File: src/rtl/pm_pkg.sv
package pm_pkg;
  typedef enum logic [2:0] {
    ST_IDLE,
    ST_INIT,
    ST_COPY,
    ST_PAUSE,
    ST_HIST
  } pm_state_e;

  localparam logic [1:0] CM_BASE = 2'd0;
  localparam logic [1:0] CM_PART = 2'd1;

  localparam logic [1:0] FM_KEEP = 2'd0;
  localparam logic [1:0] FM_ZERO = 2'd1;
  localparam logic [1:0] FM_ONE  = 2'd2;
  localparam logic [1:0] FM_PC   = 2'd3;
endpackage

File: src/rtl/pm_sent_tracker.sv
module pm_sent_tracker #(
  parameter int ROWS = 32,
  parameter int AW   = $clog2(ROWS)
) (
  input  logic          clk_i,
  input  logic          rst_ni,
  input  logic          clr_i,
  input  logic          set_i,
  input  logic [AW-1:0] set_addr_i,
  input  logic [AW:0]   limit_i,
  output logic [AW-1:0] nxt_addr_o,
  output logic          left_o
);
  logic [ROWS-1:0] sent_q;

  for (genvar r = 0; r < ROWS; r++) begin : g_row
    always_ff @(posedge clk_i or negedge rst_ni) begin
      if (!rst_ni)                                  sent_q[r] <= 1'b0;
      else if (clr_i)                               sent_q[r] <= 1'b0;
      else if (set_i && (set_addr_i == AW'(r)))     sent_q[r] <= 1'b1;
    end
  end

  // lowest selected row still outstanding
  always_comb begin
    left_o     = 1'b0;
    nxt_addr_o = '0;
    for (int r = ROWS - 1; r >= 0; r--) begin
      if (!sent_q[r] && ((AW+1)'(r) < limit_i)) begin
        left_o     = 1'b1;
        nxt_addr_o = AW'(r);
      end
    end
  end
endmodule

File: src/rtl/pm_hist_merge.sv
module pm_hist_merge
  import pm_pkg::*;
#(
  parameter int GHR_W = 64,
  parameter int PC_W  = 32,
  parameter int CW    = $clog2(GHR_W + 1)
) (
  input  logic             clk_i,
  input  logic             rst_ni,
  input  logic             clr_i,
  input  logic             cnt_en_i,
  input  logic             branch_i,
  input  logic [1:0]       mode_i,
  input  logic [GHR_W-1:0] ghr_i,
  input  logic [PC_W-1:0]  pc_i,
  output logic [GHR_W-1:0] ghr_o
);
  logic [CW-1:0]    cnt_q;
  logic [GHR_W-1:0] mask;
  logic [GHR_W-1:0] fill;
  logic [GHR_W-1:0] pc_pat;

  always_ff @(posedge clk_i or negedge rst_ni) begin
    if (!rst_ni)                                          cnt_q <= '0;
    else if (clr_i)                                       cnt_q <= '0;
    else if (cnt_en_i && branch_i && (cnt_q != CW'(GHR_W))) cnt_q <= cnt_q + 1'b1;
  end

  for (genvar i = 0; i < GHR_W; i++) begin : g_pc
    assign pc_pat[i] = pc_i[i % PC_W];
  end

  always_comb begin
    for (int i = 0; i < GHR_W; i++) mask[i] = (int'(cnt_q) + i) >= GHR_W;
  end

  always_comb begin
    unique case (mode_i)
      FM_ZERO: fill = '0;
      FM_ONE:  fill = '1;
      FM_PC:   fill = pc_pat;
      default: fill = ghr_i;
    endcase
  end

  assign ghr_o = (ghr_i & ~mask) | (fill & mask);
endmodule

File: src/rtl/pm_tgt_writer.sv
module pm_tgt_writer #(
  parameter int AW = 5,
  parameter int DW = 128
) (
  input  logic          clk_i,
  input  logic          rst_ni,
  input  logic          acc_i,
  input  logic [AW-1:0] addr_i,
  input  logic [DW-1:0] data_i,
  output logic          we_o,
  output logic [AW-1:0] addr_o,
  output logic [DW-1:0] data_o
);
  always_ff @(posedge clk_i or negedge rst_ni) begin
    if (!rst_ni) begin
      we_o   <= 1'b0;
      addr_o <= '0;
      data_o <= '0;
    end else begin
      we_o <= acc_i;
      if (acc_i) begin
        addr_o <= addr_i;
        data_o <= data_i;
      end
    end
  end
endmodule

File: src/rtl/pred_mig_engine.sv
module pred_mig_engine
  import pm_pkg::*;
#(
  parameter int BUS_W     = 128,
  parameter int ROWS      = 32,
  parameter int BASE_ROWS = 8,
  parameter int PART_ROWS = 20,
  parameter int GHR_W     = 64,
  parameter int PC_W      = 32,
  localparam int AW       = $clog2(ROWS)
) (
  input  logic             clk_i,
  input  logic             rst_ni,
  input  logic             mig_start_i,
  input  logic [1:0]       copy_mode_i,
  input  logic [1:0]       fill_mode_i,
  input  logic             init_done_i,
  input  logic             arch_xfer_i,
  input  logic             src_port_busy_i,
  output logic             src_rd_en_o,
  output logic [AW-1:0]    src_rd_addr_o,
  input  logic [BUS_W-1:0] src_rd_data_i,
  output logic             bus_valid_o,
  input  logic             bus_ready_i,
  output logic [AW-1:0]    bus_addr_o,
  output logic [BUS_W-1:0] bus_data_o,
  output logic             tgt_wr_en_o,
  output logic [AW-1:0]    tgt_wr_addr_o,
  output logic [BUS_W-1:0] tgt_wr_data_o,
  input  logic             branch_i,
  input  logic [PC_W-1:0]  tgt_pc_i,
  input  logic [GHR_W-1:0] src_ghr_i,
  output logic             tgt_ghr_we_o,
  output logic [GHR_W-1:0] tgt_ghr_o,
  output logic             done_o
);
  localparam logic [AW:0] LIM_BASE = (AW+1)'(BASE_ROWS);
  localparam logic [AW:0] LIM_PART = (AW+1)'(PART_ROWS);
  localparam logic [AW:0] LIM_ALL  = (AW+1)'(ROWS);

  pm_state_e     st_q, st_d;
  logic [1:0]    cm_q, fm_q;
  logic [AW:0]   limit;
  logic          start_ok, accept, left, cnt_en, done_q;
  logic [AW-1:0] nxt_addr;

  assign start_ok = (st_q == ST_IDLE) && mig_start_i;

  always_ff @(posedge clk_i or negedge rst_ni) begin
    if (!rst_ni) begin
      st_q   <= ST_IDLE;
      cm_q   <= CM_BASE;
      fm_q   <= FM_KEEP;
      done_q <= 1'b0;
    end else begin
      st_q   <= st_d;
      done_q <= (st_q == ST_HIST);
      if (start_ok) begin
        cm_q <= copy_mode_i;
        fm_q <= fill_mode_i;
      end
    end
  end

  always_comb begin
    unique case (cm_q)
      CM_BASE: limit = LIM_BASE;
      CM_PART: limit = LIM_PART;
      default: limit = LIM_ALL;
    endcase
  end

  always_comb begin
    st_d = st_q;
    unique case (st_q)
      ST_IDLE:  if (mig_start_i) st_d = ST_INIT;
      ST_INIT:  if (init_done_i) st_d = ST_COPY;
      ST_COPY: begin
        if (!left)            st_d = ST_HIST;
        else if (arch_xfer_i) st_d = ST_PAUSE;
      end
      ST_PAUSE: if (!arch_xfer_i) st_d = ST_COPY;
      ST_HIST:  st_d = ST_IDLE;
      default:  st_d = ST_IDLE;
    endcase
  end

  // bus use yields to the core's own port access and to the state transfer
  assign bus_valid_o   = (st_q == ST_COPY) && !arch_xfer_i && !src_port_busy_i && left;
  assign bus_addr_o    = nxt_addr;
  assign bus_data_o    = src_rd_data_i;
  assign src_rd_en_o   = bus_valid_o;
  assign src_rd_addr_o = nxt_addr;
  assign accept        = bus_valid_o && bus_ready_i;

  pm_sent_tracker #(.ROWS(ROWS), .AW(AW)) u_sent (
    .clk_i      (clk_i),
    .rst_ni     (rst_ni),
    .clr_i      (start_ok),
    .set_i      (accept),
    .set_addr_i (nxt_addr),
    .limit_i    (limit),
    .nxt_addr_o (nxt_addr),
    .left_o     (left)
  );

  pm_tgt_writer #(.AW(AW), .DW(BUS_W)) u_wr (
    .clk_i  (clk_i),
    .rst_ni (rst_ni),
    .acc_i  (accept),
    .addr_i (bus_addr_o),
    .data_i (bus_data_o),
    .we_o   (tgt_wr_en_o),
    .addr_o (tgt_wr_addr_o),
    .data_o (tgt_wr_data_o)
  );

  assign cnt_en = (st_q == ST_INIT) || (st_q == ST_COPY) || (st_q == ST_PAUSE);

  pm_hist_merge #(.GHR_W(GHR_W), .PC_W(PC_W)) u_hist (
    .clk_i    (clk_i),
    .rst_ni   (rst_ni),
    .clr_i    (start_ok),
    .cnt_en_i (cnt_en),
    .branch_i (branch_i),
    .mode_i   (fm_q),
    .ghr_i    (src_ghr_i),
    .pc_i     (tgt_pc_i),
    .ghr_o    (tgt_ghr_o)
  );

  assign tgt_ghr_we_o = (st_q == ST_HIST);
  assign done_o       = done_q;
endmodule

File: config.mk
export PLATFORM = sky130hd
export DESIGN_NAME = pred_mig_engine
export DESIGN_NICKNAME = d
export VERILOG_FILES = /design/src/rtl/pm_pkg.sv /design/src/rtl/pm_sent_tracker.sv /design/src/rtl/pm_hist_merge.sv /design/src/rtl/pm_tgt_writer.sv /design/src/rtl/pred_mig_engine.sv
export SDC_FILE = /design/constraint.sdc
export NUM_CORES = 1
export LEC_CHECK = 0
export BUFFER_PORTS_ARGS = -buffer_cell sky130_fd_sc_hd__buf_4
export CORE_AREA = 2 2 224 226
export DETAILED_ROUTE_END_ITERATION = 16
export DIE_AREA = 0 0 226 228
export REMOVE_ABC_BUFFERS = 1
export SLEW_MARGIN = 10
export SYNTH_ARGS = -nofsm -noshare
export SYNTH_HDL_FRONTEND = slang
export SYNTH_SLANG_ARGS = --single-unit
export TNS_END_PERCENT = 10
File: constraint.sdc
create_clock -name clk_i -period 3.7 [get_ports clk_i]
set_input_delay 0.37 -clock clk_i [delete_from_list [all_inputs] [get_ports clk_i]]
set_output_delay 0.37 -clock clk_i [all_outputs]
set_load 0.03 [all_outputs]
==> Yosys cells after proc, flatten, opt, wreduce, memory -nomap -nowiden <==
Index checks and enable logic that the tools add are counted.
{ "op_classes": {"addsub": 64, "multipliers": 0, "div_mod_pow": 0, "n_lt_le_gt_ge": 96, "n_eq_ne": 44, "shift": 0, "mux": 138, "bitwise_logic": 4, "reduce_logical": 144} }
{ "op_table": {"columns": ["op", "count"], "rows": [
  ["32-bit by 8-bit >= comparator with 1-bit output (second input constant)", 63],
  ["7-bit by 6-bit adder with 8-bit output (second input constant)", 32],
  ["64-bit one-hot mux with 3 select lines", 1],
  ["5-bit 2-to-1 mux", 32],
  ["7-bit by 5-bit adder with 8-bit output (second input constant)", 16],
  ["64-bit AND", 2],
  ["5-bit by 6-bit less-than comparator with 1-bit output (first input constant)", 16],
  ["1-bit 2-to-1 mux", 96],
  ["5-bit equality test (second input constant)", 16],
  ["1-bit logical AND", 71],
  ["2-bit nonzero test", 33],
  ["7-bit by 4-bit adder with 8-bit output (second input constant)", 8],
  ["64-bit inverter", 1],
  ["64-bit OR", 1],
  ["4-bit by 6-bit less-than comparator with 1-bit output (first input constant)", 8],
  ["5-bit by 4-bit equality test with 1-bit output (second input constant)", 8],
  ["1-bit logical NOT", 34],
  ["7-bit by 3-bit adder with 8-bit output (second input constant)", 4],
  ["3-bit by 6-bit less-than comparator with 1-bit output (first input constant)", 4],
  ["5-bit by 3-bit equality test with 1-bit output (second input constant)", 4],
  ["7-bit by 2-bit adder with 8-bit output (second input constant)", 2],
  ["3-bit 2-to-1 mux", 5],
  ["7-bit 2-to-1 mux", 2],
  ["1-bit by 6-bit less-than comparator with 1-bit output (first input constant)", 2],
  ["21 further kinds", 29]
]} }
{ "totals": {"reg_bits": 181, "latch_bits": 0, "mem_bits_rw": 0, "rom_bits": 0, "inputBits": 236, "output_inout_bits": 340, "mem_count": 0} }

==> Depth between registers and ports, before layout <==
Gate-level depths: netlist of the first run.
{ "logic_depth": {"word_depth": 41, "mapped_depth": 11, "mapped_depth_nobuf": 10} }

==> By module <==
From an unflattened synthesis of the first run, not the netlist that was laid out.
{ "hier_totals": {"cells_unflattened": 1178, "hier_area_um2": 11532.3} }
{ "modules_own_cells": {"columns": ["mod", "n_inst", "cells_each", "area_each_um2"], "rows": [
  ["pm_tgt_writer", 1, 282, 5245.0],
  ["pm_hist_merge", 1, 455, 2712.6],
  ["pm_sent_tracker", 1, 274, 2185.8],
  ["pred_mig_engine", 1, 167, 1388.8]
]} }

==> Worst setup path before layout of the first run <==
No wires, ideal clock.
{ "synth_timing": {"path_kind": "register to output", "startpoint": "reg cm_q[0]", "endpoint": "out src_rd_addr_o[4]", "t_arrival_ns": 2.744, "slack_ns": 0.586, "path_stages_with_launch": 9, "n_path_buf": 2, "cell_sequence": "dfrtp_1 -> nor2_4 -> inv_2 -> buf_2 -> ha_1 -> a41oi_1 -> a21oi_2 -> a211oi_1 -> buf_4"} }
{ "synth_between": {"elab_chain_cells": 36, "elab_cells_between_ends": 99} }
{ "synth_rtl": {"columns": ["item", "line", "rtl"], "rows": [
  ["start: declaration", "pred_mig_engine.sv:42", "logic [1:0] cm_q, fm_q;"],
  ["start signal: assignment", "pred_mig_engine.sv:59", "cm_q <= copy_mode_i;"],
  ["2-bit by 1-bit equality test with 1-bit output / 2-bit logical NOT (equally long branches)", "pred_mig_engine.sv:66", "unique case (cm_q)"],
  ["6-bit one-hot mux with 2 select lines (*)", "pred_mig_engine.sv:66", null],
  ["5-bit by 6-bit less-than comparator with 1-bit output", "pm_sent_tracker.sv:29", "if (!sent_q[r] && ((AW+1)'(r) < limit_i)) begin"],
  ["1-bit logical AND", "pm_sent_tracker.sv:29", null],
  ["5-bit 2-to-1 mux (31 in series)", "pm_sent_tracker.sv:29", null],
  ["5-bit 2-to-1 mux (*)", "pm_sent_tracker.sv:29", null],
  ["end: declaration", "pred_mig_engine.sv:21", "output logic [AW-1:0] src_rd_addr_o,"]
]} }
Mark *: on every way between the ends. The rest lies on a longest branch, timed or not.

==> Worst setup path after layout of the first run <==
{ "layout_timing": {"startpoint": "reg cm_q[1]", "endpoint": "out bus_addr_o[0]"} }
{ "layout_between": {"elab_chain_cells": 36, "elab_cells_between_ends": 99} }
{ "layout_rtl": {"columns": ["item", "line", "rtl"], "rows": [
  ["2-bit by 1-bit equality test with 1-bit output / 2-bit logical NOT (equally long branches)", "pred_mig_engine.sv:66", null],
  ["6-bit one-hot mux with 2 select lines (*)", "pred_mig_engine.sv:66", null],
  ["5-bit by 6-bit less-than comparator with 1-bit output", "pm_sent_tracker.sv:29", null],
  ["1-bit logical AND", "pm_sent_tracker.sv:29", null],
  ["5-bit 2-to-1 mux (31 in series)", "pm_sent_tracker.sv:29", null],
  ["5-bit 2-to-1 mux (*)", "pm_sent_tracker.sv:29", null],
  ["end: declaration", "pred_mig_engine.sv:25", "output logic [AW-1:0] bus_addr_o,"]
]} }
Marked as above.

==> results.md, run 1 <==
- Vias post-DR: 9952
- Die height: 228 um
- Worst setup path class: flip-flop to output pin
- Largest delay contributor family on the critical path: simple AND/OR/NAND/NOR gates
- Boundary pin count: between 500 and 600
- Area of the multi-input gates: 4820 sq um
- Status: finished, final reports clean
- Register-to-Register Setup Slack: 0.80 ns
- Final Skew: 0.0139 ns
- Largest net degree at the start of global routing: 105
- Crit Path Max Fanout: 13
- Total CTS buffers: 17
- CTS HTree Levels: 4
- WP data arrival: 3.06 ns
- P_sw: ~3500 uW
- Core Footprint: around 49000 sq um
- Gpl congestion: 0.888
- Final Power: between 8000 and 9000 uW
- RR Startpoint: cm_q[1]
- Pwr dens: 526 nW/um^2
- Fillers: 5105
- Clock tree buffer depth: 2
- RSZ-0062 raised after global routing: no
- Worst slew pin tran: 0.938 ns
- Area grow syn2layout: 44.8%
- R2R cell count: 9
- WP data required: 3.33 ns
- Post-CTS Repair Setup Buffers: 0
- I/O Buffers: ~580
- Share of synthesized registers carrying an async set or reset: 100%
- Final Net Count: 1747
- # setup viols final: 0
- Unique masters post-synth: 71
- Endpoints failing hold: 0
- Final worst path period share: 92.8%
- Type of the tightest min-delay check: input port to asynchronous set/reset pin
- Synthesized area: about 11000 sq um
- Switching fraction of total power: 42.2%
- DR vias/cell: 4.54
- Gate power share: between 40% and 50%
- Critical path, cell by cell: nor2_4, inv_2, ha_4, nand2b_1, a21oi_1, or4_4, o2111ai_4, a22o_4, inv_4, buf_4
- Pre-antenna DRT Iters: 5
- Leakage: roughly 0.0074 uW
- # clock sinks: ~180
- Pins Over Slew Limit: 0
- Dpl cells: 2161
- Crit Reg-Reg Endpoint: u_wr.data_o[8]
- Slowest CP cell: or4_4
- CTS tree: done
- Final Util: 31.6%
- Total GRT Usage: 17.6%
- Clk_lat worst skew: 0.47 ns
- Seq pwr share: 31.6%
- Max-slew headroom: a little under two fifths
- YS warnings: 0
- Max Clk Rate: 0.291 GHz
- Max VDD drop: 345 uV
- Top_reg_cell synth: dfrtp_1
- CTS Root Buffer Type: clkbuf_16
- Initial Util: 21.8%
- Final Non-Filler Cells: 2193
- Avg Inst Size Synth: 9.93 sq um
- Sequential area share after synthesis: a little over two fifths
- Cell count after synthesis: 1083
- Drt wl/cell: 21.2 um
- Vias in the first global route: ~10000
- GRT Residual Overflow: 0
- Final wirelength: between 40000 and 50000 um
- Initial DRC Count: 590
- Kind of start point of the critical path: flip-flop
- Int Power: 4730 uW
- Critical path's largest stage delay: 0.50 ns
- Clk slew on worst S/H paths: 0.08 ns
- CP Buf/Inv Count: 3
- Reg area: 4530 sq um
- Crit end category: output pin
- Share of layout cells above drive strength 1: 51.8%
- Global-route wire length before repair: 66200 um
- Die area: 51500 sq um
- Clk pwr share: 25.0%
- Diode count: 0
- Detailed Place HPWL: 37800 um
- Min Tclk post-route: 3.43 ns
- FP Rows: 82
- Die X: 226 um
- Antenna violation net count after detailed routing: 0
- Synthesis-stage register bit count: 181
- Max cap viols: 0
- Post-route DRC: 0
- Number of flops mapped to enable cells by yosys: 0
- Initial antenna violation count: 1
[per-layer routing]
metal / global-route usage (%) / vias up / part of all wire, %
li1: - / 4567 / -
met1: 18.6 / 4763 / 36
met2: 32.5 / 547 / 52
met3: 3.34 / 75 / 6.4
met4: 9.75 / 0 / 5.1
met5: 0 / - / 0
[Yosys cell counts, types with 10 or more instances]
| cell type | count | area share [%] |
|---|---|---|
| a21oi_1 | 51 | 2.4 |
| a31oi_1 | 21 | 1.2 |
| a32o_1 | 21 | 2.0 |
| and2_1 | 10 | 0.58 |
| buf_4 | 141 | 9.8 |
| clkbuf_1 | 44 | 1.5 |
| dfrtp_1 | 181 | 42 |
| inv_1 | 39 | 1.4 |
| mux2_1 | 15 | 1.6 |
| mux2_2 | 123 | 13 |
| mux2i_1 | 31 | 2.9 |
| nand2_1 | 85 | 3.0 |
| nand2b_1 | 18 | 1.0 |
| nor2_1 | 33 | 1.2 |
| o21a_1 | 18 | 1.3 |
| o21ai_0 | 99 | 4.6 |
| o31ai_1 | 15 | 1.0 |
[through the flow]
stage / TNS [ns] / setup slack, ns / hold slack, ns / area [sq um]
after floorplan: -333.72 / -2.51 / 0.0744 / 9470
after global placement: 0 / 0.605 / 0.469 / 14900
after detailed placement: 0 / 0.568 / 0.478 / 14900
after CTS: 0 / 0.0253 / 0.0467 / 15500
after global routing: 0 / 0.0775 / 0.0545 / 15600
final: 0 / 0.267 / 0.00483 / 15600
[cells in the final DEF, fill, tap and decap left out, types with 3 or more instances in the layout]
cell / count
o21ai_0: 99
or2_2: 7
mux2_2: 123
nor3b_1: 3
a32o_1: 21
nor2_1: 33
buf_12: 3
o22ai_1: 4
mux2i_1: 31
nand3_1: 8
nand4_1: 7
a22o_1: 6
o21a_1: 18
a21oi_1: 50
inv_8: 4
a21oi_2: 3
and3_1: 4
o21bai_1: 4
inv_1: 39
buf_4: 599
dfrtp_1: 181
o211ai_1: 3
o31ai_1: 15
nor2b_1: 6
clkbuf_16: 17
mux2_1: 15
nand2b_1: 18
nand2_1: 85
clkinv_8: 5
a21o_1: 6
nor3_1: 9
a41oi_1: 4
a31oi_1: 21
and2_1: 10
[timing repair]
| item | in CTS | in global routing |
|---|---|---|
| resized for setup | 0 | 5 |
| hold endpoints to repair | 0 | 0 |
| setup endpoints to repair | 0 | 6 |
| hold buffers | 0 | 0 |
[worst max path at each step]
| stage | startpoint | slack [ns] | cells past startpoint | end |
|---|---|---|---|---|
| 2_1_floorplan | cm_q[0] | -2.51 | 7 | u_wr.addr_o[0] |
| 5_1_grt | cm_q[1] | 0.08 | 10 | bus_addr_o[0] |
| 6_report | cm_q[1] | 0.27 | 10 | bus_addr_o[0] |
| 3_5_place_dp | cm_q[0] | 0.57 | 9 | src_rd_addr_o[2] |
| 3_3_place_gp | cm_q[0] | 0.60 | 9 | bus_addr_o[2] |
| 4_1_cts | cm_q[0] | 0.03 | 9 | src_rd_addr_o[2] |
[registers in the layout, indices dropped and copies added (netlist names)]
signal	cells
cm_q	2
done_o	1
fm_q	2
st_q	3
u_hist.cnt_q	7
u_sent.sent_q	32
u_wr.addr_o	5
u_wr.data_o	128
u_wr.we_o	1
[area by class of cell]
cell class / count / share of cell area (%)
multi-input cells: 663 / 30.9
clock inverters: 15 / 1.47
inverters: 42 / 1.03
clock buffers: 17 / 2.73
repair buffers: 603 / 29.3
well taps: 672 / 5.40
flip-flops and latches: 181 / 29.1
[power groups by stage]
stage	sequential, uW	combinational, uW	clock [uW]
after floorplan	3270	1110	0
after CTS	2580	3590	2140
after global routing	2640	3730	2210
after global placement	2610	3560	0
after detailed placement	2620	3580	0
final	2590	3560	2050
[cells by family after synthesis]
logic type | count (synthesis) | synth area share, %
fa+ha+maj | 3 | 0.349
simple gates | 209 | 9.61
mux | 169 | 17.3
buf+inv | 239 | 13.5
xor+xnor | 2 | 0.163
compound gates | 280 | 17.0
flops | 181 | 42.1
Note: power is estimated with default switching activity, not from simulation.
==> inputs of run 2 (changes only) <==
--- a/config.mk
+++ b/config.mk
@@ -5,12 +5,12 @@
 export SDC_FILE = /design/constraint.sdc
 export NUM_CORES = 1
 export LEC_CHECK = 0
+export ABC_AREA = 1
 export BUFFER_PORTS_ARGS = -buffer_cell sky130_fd_sc_hd__buf_4
-export CORE_AREA = 2 2 224 226
+export CORE_AREA = 2 2 225 227
 export DETAILED_ROUTE_END_ITERATION = 16
-export DIE_AREA = 0 0 226 228
+export DIE_AREA = 0 0 227 229
 export REMOVE_ABC_BUFFERS = 1
-export SLEW_MARGIN = 10
 export SYNTH_ARGS = -nofsm -noshare
 export SYNTH_HDL_FRONTEND = slang
 export SYNTH_SLANG_ARGS = --single-unit
==> results.md, run 2 <==
- Status: finished, final reports clean
- Final Skew: 0.0147 ns
- # setup viols final: 0
- Post-route DRC: 0
- WP data arrival: around 3.1 ns
- Crit Path Max Fanout: 7
- Synth top cells by count: nand2_1, o21ai_0, dfrtp_1, buf_4, inv_1
- Int Power: 6120 uW
- Leakage: just over 0.008 uW
- Final Net Count: around 2200
- Gpl congestion: 0.941
- Max cap viols: 0
- Clk pwr share: between 10 and 15%
- Top_reg_cell synth: dfrtp_1
- CTS tree: done
- Synth area leaders: dfrtp_1, nand2_1, o21ai_0
- Antenna violation net count after detailed routing: 0
- FP Rows: 82
- YS warnings: 0
- Min-delay src: src_rd_data_i[18]
- CTS HTree Levels: 4
- Min Tclk post-route: about 3.5 ns
- Drt wl/cell: 19.7 um
- Pins Over Slew Limit: 0
- Clk slew on worst S/H paths: 0.08 ns
- Setup crit start: cm_q[0]
- Seq pwr share: 26.2%
- Worst setup path class: flip-flop to output pin
- Initial Util: between 20% and 30%
- Pre-antenna DRT Iters: 7
- Detailed Place HPWL: 42500 um
- DR vias/cell: about 4.4
- CP dominant cell by count: nand2_1
- Initial DRC Count: 645
- Total GRT Usage: between 10% and 20%
- RR Startpoint: cm_q[0]
- Max VDD drop: between 400 and 500 uV
- Crit end category: output pin
- CTS Root Buffer Type: clkbuf_16
- Sequential area share after synthesis: 41.6%
- Cell accounting for the most synthesized area: dfrtp_1
- Synthesis-stage register bit count: 181
- Max FFs per register: 128
- Initial antenna violation count: 6
- Pwr dens: 804 nW/um^2
- Clock tree buffer depth: 2
- Die height: 229 um
- Most frequent cells in the layout: buf_4, nand2_1, o21ai_0, dfrtp_1, inv_1
- GRT Residual Overflow: 0
- Worst slew pin tran: 1.02 ns
- RSZ-0062 raised after global routing: yes
- Switching fraction of total power: 51.3%
- Die X: 227 um
- I/O Buffers: 575
- Regs by FF count: u_wr.data_o (128), u_sent.sent_q (32), u_hist.cnt_q (7)
- Max-slew headroom: 31.9%
- Endpoints failing hold: 0
- Final worst setup slack: around 0.21 ns
- P_sw: 6460 uW
- Vias in the first global route: 11500
- Critical path's largest stage delay: 0.42 ns
- Share of layout cells above drive strength 1: 33.7%
- Slowest CP cell: dfrtp_1
- # clock sinks: roughly 180
- Most common cell after layout, fill and taps aside: buf_4
- WP data required: between 3 and 4 ns
- Minimum hold slack: 0.104 ns
- DP Worst Slack: 0.436 ns
- Area grow syn2layout: 43.9%
- Type of the tightest min-delay check: input port to flip-flop
- Total CTS buffers: 17
- Avg Inst Size Synth: 7.10 sq um
- Share of synthesized registers carrying an async set or reset: 100%
- Largest net degree at the start of global routing: 93
- Boundary pin count: 576
- Gate power share: 59.3%
- Cell count after synthesis: 1533
- Clk_lat worst skew: 0.46 ns
- Final worst path period share: between 90% and 100%
- Most flops, register: u_wr.data_o
- Global-route wire length before repair: 73900 um
- Count leader, synth: nand2_1
- Synthesized area: 10900 sq um
- Top cell type's share of synthesized area: 41.6%
- Unique masters post-synth: 39
- Vias post-DR: 11800
- Core Footprint: between 40000 and 50000 sq um
- Die area: between 50000 and 60000 sq um
- Kind of start point of the critical path: flip-flop
- Number of flops mapped to enable cells by yosys: 0
- Max Clk Rate: 0.287 GHz
- Final wirelength: ~52000 um
-- run 2: cell types whose count changed after synthesis, moves of 31 or more --
cell	delta
nand2_1	+456
o21ai_0	+113
inv_1	+92
mux2i_1	-31
nor2_1	+74
mux2_2	-123
-- run 2: area by class of cell --
class / instances / area [sq um]
inverters: 138 / 526
diodes: 4 / 10.0
well taps: 672 / 841
multi-input cells: 1016 / 4550
clock inverters: 12 / 135
fillers: 5370 / 34000
repair buffers: 609 / 4630
flip-flops and latches: 181 / 4530
clock buffers: 20 / 437
-- run 2: what timing repair did --
action | CTS | global route
endpoints found under the setup margin | 2 | 4
hold buffers | 1 | 0
pin swaps | 1 | 11
endpoints found under the hold margin | 29 | 0
setup buffers | 1 | 10
cloned | 0 | 0
gates resized for setup | 0 | 9
-- run 2: metrics by stage --
stage               setup TNS [ns]  cell area (sq um)  cells  util (%)  power [uW]
finish                           0              15600   2652      31.5       12600
global placement                 0              14900   2604      30.1       10600
CTS                              0              15500   2638      31.3       12500
floorplan                  -215.36               9550   1335         -        7190
detailed placement               0              14900   2604      30.1       10600
global route                -0.350              15600   2652      31.5       13400
-- run 2: routing by layer --
metal	global-route usage, %	up-vias	wire length [um]
li1	-	5602	-
met1	20.3	5580	18700
met2	36.5	523	27800
met3	4.81	69	3630
met4	8.09	4	1990
met5	0	-	24
-- run 2: power by group through the flow --
stage	sequential [uW]	combinational, uW	clock (uW)
floorplan	4740	2440	0
global placement	3310	7280	0
detailed placement	3330	7310	0
CTS	3300	7340	1890
global route	3400	8010	1960
finish	3300	7470	1820
-- run 2: cells by family (layout without fill, tap and decap cells) --
kind of cell	count (synthesis)	in the layout	synth area share [%]
adder cells (fa/ha/maj)	3	3	0.345
AND/OR/NAND/NOR	712	712	26.2
XOR/XNOR	5	5	0.403
other	0	4	0
AO/OA/AOI/OAI	296	296	14.4
flip-flops	181	181	41.6
buffers and inverters	336	779	17.0
-- run 2: worst max-delay path, delay by kind of cell (launching register included) --
kind	cells	cell delay (ns)
buffers and inverters	3	0.25
AOI/OAI and AO/OA	1	0.14
and+or+nand+nor	26	1.55
adders and majority gates	1	0.29
DFF	1	0.42
-- run 2: path summary, 6_finish.rpt --
check	slack, ns	cells after the start	to
worst max register to register	0.58	33	u_sent.sent_q[26]
min in group asynchronous	0.36	2	u_wr.data_o[94]
worst max-delay path	0.21	31	src_rd_addr_o[0]
worst min register to register	0.48	2	u_wr.data_o[124]
worst min-delay path	0.10	3	u_wr.data_o[18]
max in group asynchronous	2.21	3	u_wr.data_o[87]
==> inputs of run 3 (changes only) <==
--- a/config.mk
+++ b/config.mk
@@ -10,8 +10,10 @@
 export CORE_AREA = 2 2 225 227
 export DETAILED_ROUTE_END_ITERATION = 16
 export DIE_AREA = 0 0 227 229
+export PLACE_DENSITY = 0.51
 export REMOVE_ABC_BUFFERS = 1
 export SYNTH_ARGS = -nofsm -noshare
 export SYNTH_HDL_FRONTEND = slang
+export SYNTH_HIERARCHICAL = 1
 export SYNTH_SLANG_ARGS = --single-unit
 export TNS_END_PERCENT = 10
==> constraint.sdc (replaced) <==
create_clock -name clk_i -period 3.7 [get_ports clk_i]
set_input_delay 0.185 -clock clk_i [delete_from_list [all_inputs] [get_ports clk_i]]
set_output_delay 0.185 -clock clk_i [all_outputs]
set_load 0.03 [all_outputs]
==> results.md, run 3 <==
- Status: finished, final reports clean
- Gpl congestion: just over 0.9
- Endpoints failing hold: 0
- Unique masters post-synth: 42
- Max cap viols: 0
- Top_reg_cell synth: dfrtp_1
- Pwr dens: 725 nW/um^2
- Max Clk Rate: 0.284 GHz
- DR vias/cell: 4.35
- Min Tclk post-route: 3.52 ns
- Largest delay contributor family on the critical path: simple AND/OR/NAND/NOR gates
- Total CTS buffers: 17
- Die X: around 230 um
- Worst slew pin tran: 1.01 ns
- Final wirelength: 53400 um
- Cell count after synthesis: 1700
- Pre-antenna DRT Iters: 5
- CP dominant cell by count: nor2_1
- Most common cell after layout, fill and taps aside: nand2_1
- Core Footprint: 49700 sq um
- Max-slew headroom: 32.3%
- Post-route DRC: 0
- CP Buf/Inv Count: 3
- Share of synthesized registers carrying an async set or reset: 100%
- WP data required: 3.51 ns
- FP Rows: 82
- Synth top cells by count: nand2_1, dfrtp_1, buf_4, o21ai_0, inv_1
- Worst setup path class: flip-flop to output pin
- Initial antenna violation count: 4
- Clk slew on worst S/H paths: 0.08 ns
- CTS Root Buffer Type: clkbuf_16
- I/O Buffers: around 580
- Count leader, synth: nand2_1
- Leakage: 0.00944 uW
- Pins Over Slew Limit: 0
- Initial Util: a little under a quarter
- GRT Residual Overflow: 0
- Type of the tightest min-delay check: input port to flip-flop
- YS warnings: 6
- Top cell type's share of synthesized area: 39.3%
- Max VDD drop: 325 uV
- # setup viols final: 0
- Final setup TNS: 0 ns
- CTS tree: done
- Final Power: around 13000 uW
- # clock sinks: 181
- Most frequent cells in the layout: nand2_1, buf_4, dfrtp_1, o21ai_0, dlygate4sd3_1
- Synthesis-stage register bit count: 181
- Final Net Count: ~2500
- Initial DRC Count: 622
- Slowest CP cell: dfrtp_2
- WP data arrival: roughly 3.3 ns
- Clock tree buffer depth: 2
- Total GRT Usage: 20.0%
- Die area: 52000 sq um
- Area grow syn2layout: 53.9%
- Antenna violation net count after detailed routing: 0
- Final Skew: ~0.015 ns
- Crit Path Max Fanout: 6
- RSZ-0062 raised after global routing: yes
- Die height: 229 um
- Global-route wire length before repair: 78100 um
- Sequential area share after synthesis: between 30% and 40%
- Kind of start point of the critical path: flip-flop
- Number of flops mapped to enable cells by yosys: 0
- Boundary pin count: 576
- Drt wl/cell: 18.1 um
- Clk_lat worst skew: 0.46 ns
- Largest net degree at the start of global routing: 93
- Detailed Place HPWL: 42300 um
- Max FFs per register: about 130
- Share of layout cells above drive strength 1: 30.2%
- Critical path, cell by cell: nor2_2, inv_1, nor2_1, nand2_1, o211ai_1, nand2_1, o21bai_1, a31oi_1, nor2_1, nor2_1, o21ai_0, nand3_1, nand3b_1, nand3_1, a31oi_1, buf_4, buf_4
- Cell accounting for the most synthesized area: dfrtp_1
- Crit end category: output pin
- Synth area leaders: dfrtp_1, nand2_1, buf_4
- Regs by FF count: u_wr/data_o (128), u_sent/sent_q (32), u_hist/cnt_q (7)
- Vias post-DR: between 10000 and 15000
- Final worst path period share: a little over nine tenths
- Most flops, register: u_wr/data_o
- Critical path's largest stage delay: 0.47 ns
- Synthesized area: 11500 sq um
- Avg Inst Size Synth: 6.77 sq um
- Vias in the first global route: about 13000
- CTS HTree Levels: 4
run 3: cell count changes after synthesis, sizes merged, moves of 3 or more:
cell,previous run,this run
nand2,546,748
nand3,19,84
o21ai,217,152
inv,137,121
nor2,113,101
buf,171,181
nand4,19,11
clkbuf,27,20
nor3,14,7
o211ai,7,14
o31ai,8,1
xor2,5,1
a211oi,2,5
o311ai,3,0
run 3: layer usage:
layer,wire (um),track usage (%),share of wire (%),up-vias
met5,0,0,0,-
met4,1420,6.41,2.7,0
met3,3270,4.27,6.1,56
met2,28300,37.6,53,468
met1,20500,22.2,38,5967
li1,-,-,-,6357
run 3: final timing paths:
kind	depth (start not counted)	slack, ns	end	start
max	17	0.18	src_rd_addr_o[1]	cm_q[1]
min	3	0.03	u_wr/data_o[86]	src_rd_data_i[86]
max reg2reg	37	0.22	u_sent/sent_q[28]	cm_q[1]
min reg2reg	2	0.47	u_wr/data_o[9]	u_wr/data_o[9]
max in group asynchronous	3	2.38	u_wr/data_o[10]	rst_ni
min in group asynchronous	2	0.31	u_wr/data_o[51]	rst_ni
run 3: logic make-up (layout without fill, tap and decap cells):
family	after synthesis	in the layout	synth area share [%]
other	1	11	0.0326
AND/OR/NAND/NOR	957	957	33.1
AO/OA/AOI/OAI	234	234	10.9
XOR/XNOR	1	1	0.0761
buffers and inverters	323	895	16.2
flip-flops	181	181	39.3
adder cells (fa/ha/maj)	3	3	0.326
run 3: power breakdown:
group	leakage (uW)	internal [uW]	switching, uW
Clock	0.000300	1090	887
Combinational	0.00681	2480	5090
Sequential	0.00233	2760	553
run 3: stage by stage:
stage / worst slack, ns / std cells / hold WS, ns / instance area, sq um / utilization, %
after global placement: 0.127 / 2778 / 0.313 / 15600 / 31.4
after global routing: -0.211 / 2953 / 0.0310 / 17700 / 35.7
after CTS: 0.00528 / 2942 / 0.0163 / 17500 / 35.3
after floorplan: -4.22 / 1506 / -0.111 / 10100 / -
after detailed placement: 0.0828 / 2778 / 0.312 / 15600 / 31.4
final: 0.179 / 2954 / 0.0263 / 17700 / 35.7
run 3: layout make-up:
class	instances	area [sq um]
Fill cell	5332	31900
Timing Repair Buffer	741	6000
Multi-Input combinational cell	1203	5250
Sequential cell	181	4530
Tap cell	672	841
Inverter	122	464
Clock buffer	19	433
Clock inverter	13	190
Antenna cell	3	7.51
run 3: worst register-to-register path: cells and delay by family, from the launching register on:
kind / cells / cell delay (ns)
compound gates: 3 / 0.51
buf+inv: 3 / 0.37
flops: 1 / 0.47
simple gates: 31 / 2.03
run 3: repair_timing:
item	in CTS	in global routing
hold endpoints to repair	221	0
hold buffers	132	0
gates resized for setup	4	31
setup buffers	0	9
pin swaps	0	6
setup endpoints to repair	2	177
